File: src/rtl/gpio_pkg.sv
package gpio_pkg;
  localparam int ADDR_W = 2;
  localparam logic [ADDR_W-1:0] OFS_PIN  = 2'd0;
  localparam logic [ADDR_W-1:0] OFS_DIR  = 2'd1;
  localparam logic [ADDR_W-1:0] OFS_DATA = 2'd2;
endpackage

File: src/rtl/gpio_sync.sv
module gpio_sync #(
  parameter int WIDTH  = 8,
  parameter int STAGES = 2
) (
  input  logic             clk,
  input  logic             rst,
  input  logic [WIDTH-1:0] sync_in,
  output logic [WIDTH-1:0] sync_out
);
  localparam int CW = $clog2(STAGES + 1);

  logic [WIDTH-1:0] stg [STAGES];

  always_ff @(posedge clk) begin
    if (rst) begin
      for (int i = 0; i < STAGES; i++) stg[i] <= '0;
    end else begin
      stg[0] <= sync_in;
      for (int i = 1; i < STAGES; i++) stg[i] <= stg[i-1];
    end
  end

  assign sync_out = stg[STAGES-1];

  // checker: cycles since reset, saturating
  logic [CW-1:0] cyc;
  always_ff @(posedge clk) begin
    if (rst) cyc <= '0;
    else if (cyc != CW'(STAGES)) cyc <= cyc + 1'b1;
  end

  generate
    if (STAGES == 2) begin : g_chk2
      p_sync_latency_r7: assert property (@(posedge clk) disable iff (rst)
        (cyc == CW'(STAGES)) |-> (sync_out == $past(sync_in, 2)));
    end
  endgenerate

  p_sync_reset_r1: assert property (@(posedge clk)
    $past(rst) |-> (sync_out == '0));
endmodule

File: src/rtl/gpio_regs.sv
module gpio_regs
  import gpio_pkg::*;
#(
  parameter int WIDTH = 8
) (
  input  logic              clk,
  input  logic              rst,
  input  logic              wr,
  input  logic [ADDR_W-1:0] addr,
  input  logic [WIDTH-1:0]  wdata,
  output logic [WIDTH-1:0]  dir_q,
  output logic [WIDTH-1:0]  data_q
);
  logic wr_dir, wr_data, wr_tgl;

  always_comb begin
    wr_dir  = wr && (addr == OFS_DIR);
    wr_data = wr && (addr == OFS_DATA);
    wr_tgl  = wr && (addr == OFS_PIN);
  end

  always_ff @(posedge clk) begin
    if (rst) dir_q <= '0;
    else if (wr_dir) dir_q <= wdata;
  end

  always_ff @(posedge clk) begin
    if (rst) data_q <= '0;
    else if (wr_data) data_q <= wdata;
    else if (wr_tgl) data_q <= data_q ^ wdata;
  end

  p_toggle_r4: assert property (@(posedge clk) disable iff (rst)
    (wr && addr == OFS_PIN) |=> (data_q == ($past(data_q) ^ $past(wdata))));
  p_dir_load_r2: assert property (@(posedge clk) disable iff (rst)
    (wr && addr == OFS_DIR) |=> (dir_q == $past(wdata)));
  p_data_load_r3: assert property (@(posedge clk) disable iff (rst)
    (wr && addr == OFS_DATA) |=> (data_q == $past(wdata)));
  p_unused_hold_r8: assert property (@(posedge clk) disable iff (rst)
    (wr && addr == 2'd3) |=> ($stable(dir_q) && $stable(data_q)));
  p_reset_r1: assert property (@(posedge clk)
    $past(rst) |-> (dir_q == '0 && data_q == '0));
endmodule

File: src/rtl/gpio_pad_ctrl.sv
module gpio_pad_ctrl #(
  parameter int WIDTH = 8
) (
  input  logic [WIDTH-1:0] dir_q,
  input  logic [WIDTH-1:0] data_q,
  output logic [WIDTH-1:0] pad_out,
  output logic [WIDTH-1:0] pad_oe,
  output logic [WIDTH-1:0] pad_pu
);
  generate
    for (genvar b = 0; b < WIDTH; b++) begin : g_bit
      assign pad_oe[b]  = dir_q[b];
      assign pad_out[b] = dir_q[b] & data_q[b];
      assign pad_pu[b]  = ~dir_q[b] & data_q[b];
    end
  endgenerate

  always_comb begin
    p_pu_excl_oe_r6: assert ((pad_oe & pad_pu) == '0);
  end
endmodule

File: src/rtl/gpio_port.sv
module gpio_port
  import gpio_pkg::*;
#(
  parameter int WIDTH       = 8,
  parameter int SYNC_STAGES = 2
) (
  input  logic             clk,
  input  logic             rst,
  input  logic             bus_wr,
  input  logic [1:0]       bus_addr,
  input  logic [WIDTH-1:0] bus_wdata,
  output logic [WIDTH-1:0] bus_rdata,
  input  logic [WIDTH-1:0] pad_in,
  output logic [WIDTH-1:0] pad_out,
  output logic [WIDTH-1:0] pad_oe,
  output logic [WIDTH-1:0] pad_pu
);
  logic [WIDTH-1:0] dir_q, data_q, pin_q;

  gpio_regs #(.WIDTH(WIDTH)) u_regs (
    .clk(clk), .rst(rst), .wr(bus_wr), .addr(bus_addr),
    .wdata(bus_wdata), .dir_q(dir_q), .data_q(data_q)
  );

  gpio_sync #(.WIDTH(WIDTH), .STAGES(SYNC_STAGES)) u_sync (
    .clk(clk), .rst(rst), .sync_in(pad_in), .sync_out(pin_q)
  );

  gpio_pad_ctrl #(.WIDTH(WIDTH)) u_pad (
    .dir_q(dir_q), .data_q(data_q),
    .pad_out(pad_out), .pad_oe(pad_oe), .pad_pu(pad_pu)
  );

  always_comb begin
    unique case (bus_addr)
      OFS_PIN:  bus_rdata = pin_q;
      OFS_DIR:  bus_rdata = dir_q;
      OFS_DATA: bus_rdata = data_q;
      default:  bus_rdata = '0;
    endcase
  end

  p_oe_follows_dir_r5: assert property (@(posedge clk) disable iff (rst)
    (bus_wr && bus_addr == OFS_DIR) |=> (pad_oe == $past(bus_wdata)));
  p_pads_reset_r1: assert property (@(posedge clk)
    $past(rst) |-> (pad_oe == '0 && pad_pu == '0));
  p_data_write_pads_r9: assert property (@(posedge clk) disable iff (rst)
    (bus_wr && bus_addr == OFS_DATA) |=>
      ((pad_out | pad_pu) == $past(bus_wdata)));
endmodule

File: config.mk
export PLATFORM = sky130hd
export DESIGN_NAME = gpio_port
export DESIGN_NICKNAME = d
export VERILOG_FILES = /design/src/rtl/gpio_pkg.sv /design/src/rtl/gpio_sync.sv /design/src/rtl/gpio_regs.sv /design/src/rtl/gpio_pad_ctrl.sv /design/src/rtl/gpio_port.sv
export SDC_FILE = /design/constraint.sdc
export NUM_CORES = 1
export LEC_CHECK = 0
export ABC_AREA = 1
export ABC_CLOCK_PERIOD_IN_PS = 1000
export CAP_MARGIN = 40
export CORE_ASPECT_RATIO = 1.1
export CORE_MARGIN = 2
export CORE_UTILIZATION = 41
export CTS_BUF_LIST = sky130_fd_sc_hd__clkbuf_8
export DETAILED_ROUTE_END_ITERATION = 12
export MAX_ROUTING_LAYER = met4
export PLACE_DENSITY = 0.79
export REMOVE_ABC_BUFFERS = 1
export SKIP_CTS_REPAIR_TIMING = 1
export SYNTH_ARGS = -nofsm -noshare
export SYNTH_HDL_FRONTEND = slang
export SYNTH_SLANG_ARGS = --single-unit
File: constraint.sdc
create_clock -name clk -period 1 [get_ports clk]
set_clock_uncertainty 0.2 [all_clocks]
set_input_delay 0.2 -clock clk [delete_from_list [all_inputs] [get_ports clk]]
set_output_delay 0.2 -clock clk [all_outputs]
set_load 0.005 [all_outputs]
==> metrics.cfg <==
[layout]
regArea_sq_um=666
antennaDiodeCount=0
area_delta_synth_final_pct=57.7
finalCoreUtilization=0.667
final_area_sq_um=2200
layout-drive-gt1-share=0.342
multiInputGateArea_sq_um=613
fill_cells=289
num-nets-final=319

[pwr]
switching_share=0.237
pwr-share-seq=0.478
pwr-share-clk=0.360
p_leak_nw=1.24
irDropWorstVdd_uv=864
power_w=0.00289
combPwrFrac=0.161
switchingPower_w=0.000684
p_per_area_nw_per_um2=1310
intPower_w=0.00221

[sta]
finalCritPeriodShare=1.37
min_period_ns=1.37
setup_viol=40
max_freq_mhz=728
worstMarginPinSlew_ns=0.180
grt_setup_unrepaired=true
hold_violations=0
slew_headroom=0.880
fin_ws_ns=-0.374
drv_slew=0

[logic_synthesis]
synthAdderAreaFrac=0
synth_common_cells=73 x nand2_1, 58 x nor2_1, 44 x inv_1
yosysWarnings=0
ys_types=10
synth_area_leaders=dfxtp_1 46%, nand2_1 20%, nor2_1 16%
syn_area_sq_um=1400
synth_most_common_cell=nand2_1
synthArstFlopShare=0
synthXorXnorAreaFrac=0
synth_flop_cell=dfxtp_1
avgSynthCellArea_sq_um=6.30
synth_top_area_cell=dfxtp_1
synth-seq-area-share=0.458
synth_top_family_by_area=simple AND/OR/NAND/NOR gates
synth_compound_area_frac=0.0430
synth.mux.area_fraction=0
ys_ff_latch=32
postSynthCellCount=222
yosysTopAreaCellShare=0.458
synth_simple_gate_area_share=0.367
synth-edff-count=0

[clock_network]
cts_tree=built
htree_levels=2
cts-root-buf=clkbuf_8
cts_sinks=32
clockBufferDepth=2
clk_latency_ns=0.27
clkTransAtPathRegs_ns=0.07
cts_buffers=5

[setup_path]
worst_ep_required_time_ns=0.60
cp_slowest_cell=buf_6
critPathTopFamily=buffers and inverters
cp_max_fo=5
cp.arrival_ns=0.97
crit_path_start_kind=input port
rrSetupSlack_ns=0.05
path_class=in2out
path_common_cell=buf_6
slowest_delay_ns=0.14
cp-end-kind=output port
critPathBufInv=5
crit_chain=buf_4, inv_2, nor2_2, buf_6, buf_6, nand2_1, o211ai_1, buf_2

[global_routing]
antenna_found_initial=0
grt_pass1_vias=1131
grt_overflow=0
grt_pass1_wl_microns=5090
grt_max_degree=17
grt_usage=0.180

[placed_design]
pre_cts_ws_ns=-1.14
port_buffers=52
post-dp-hpwl_microns=2360
place.gp.congestion=0.773
placed_cell_area_sq_um=2120

[flow_run]
maxCapViolCount=0

[min_path]
min_path_type=in2reg

[status]
violations=setup timing
status=complete, but fails checks

[floorplanning]
ios=53
rows=22
die_w_microns=59.7
start_util=0.423
die_area_sq_um=3890
chipHeight_microns=65.2
core_area_sq_um=3300

[drt]
wl_per_cell_microns=10.0
drt_iter0_drc=57
firstDrtPassIters=4
vias_per_cell=4.43
drc_errors=0
via_count=1481
detail-route-antenna-nets=0
wirelength_microns=3350

[cell type report]
class | instances | area share
sequential | 32 | 0.302
timing repair buffer | 73 | 0.281
multi-input combinational | 142 | 0.278
inverter | 44 | 0.0750
clock buffer | 7 | 0.0437
tap | 36 | 0.0204
[layer usage]
metal | global-route usage | wire length [microns] | vias up
li1 | - | - | 791
met3 | 0.0551 | 197 | 4
met1 | 0.221 | 1390 | 643
met5 | - | 0 | -
met4 | 0.0667 | 37 | 0
met2 | 0.274 | 1730 | 43
[worst paths after layout]
check	cells after the start	start	endpoint
hold reg to reg	2	u_sync.stg[0][2]	u_sync.stg[0][10]
setup / recovery	8	bus_addr[1]	bus_rdata[5]
hold / removal	3	rst	u_sync.stg[0][10]
setup reg to reg	5	u_regs.dir_q[6]	u_regs.dir_q[6]
[worst register-to-register path, cell delays in order, from the launching register on]
cell and delay (ns):
dfxtp_2 0.34, inv_2 0.04, buf_4 0.13, nand2_4 0.05
nand2_2 0.05, nor2_1 0.09
[power by group through the flow]
stage	registers, W	clock network, W	logic [W]
floorplan	0.00140	0	0.000159
global placement	0.00140	0	0.000457
detailed placement	0.00140	0	0.000467
CTS	0.00137	0.00105	0.000469
global route	0.00139	0.00113	0.000518
finish	0.00138	0.00104	0.000467
[registers in the layout (all words and copies together), names as in the netlist]
name / cells
u_regs.data_q: 8
u_regs.dir_q: 8
u_sync.stg: 16
[cells by family (layout without fill, tap and decap cells)]
kind of cell,after synthesis,count (layout)
AOI/OAI and AO/OA,8,8
buffers and inverters,48,124
DFF,32,32
and+or+nand+nor,134,134
[cell usage in the layout (no fill, tap or decap)]
cell type	n
dfxtp_1	16
nand2_2	3
nand3_2	1
nor2_2	5
buf_6	10
clkdlybuf4s50_1	16
clkbuf_8	7
o211ai_1	8
dlymetal6s2s_1	3
dfxtp_4	2
nand2_1	67
inv_2	13
nor2_1	54
dfxtp_2	14
buf_4	11
nand3_1	1
buf_2	16
nand2_4	3
inv_1	31
buf_12	4
clkbuf_2	13
[through the flow]
| step | std cells | hold WS [ns] | setup TNS (ns) |
|---|---|---|---|
| 2_1_floorplan | 218 | 0.0712 | -0.867 |
| 3_5_place_dp | 324 | 0.193 | -32.20 |
| 3_3_place_gp | 324 | 0.189 | -31.27 |
| 6_report | 334 | 0.152 | -9.63 |
| 5_1_grt | 334 | 0.170 | -11.77 |
| 4_1_cts | 331 | 0.201 | -30.63 |
Note: power is estimated with default switching activity, not from simulation.
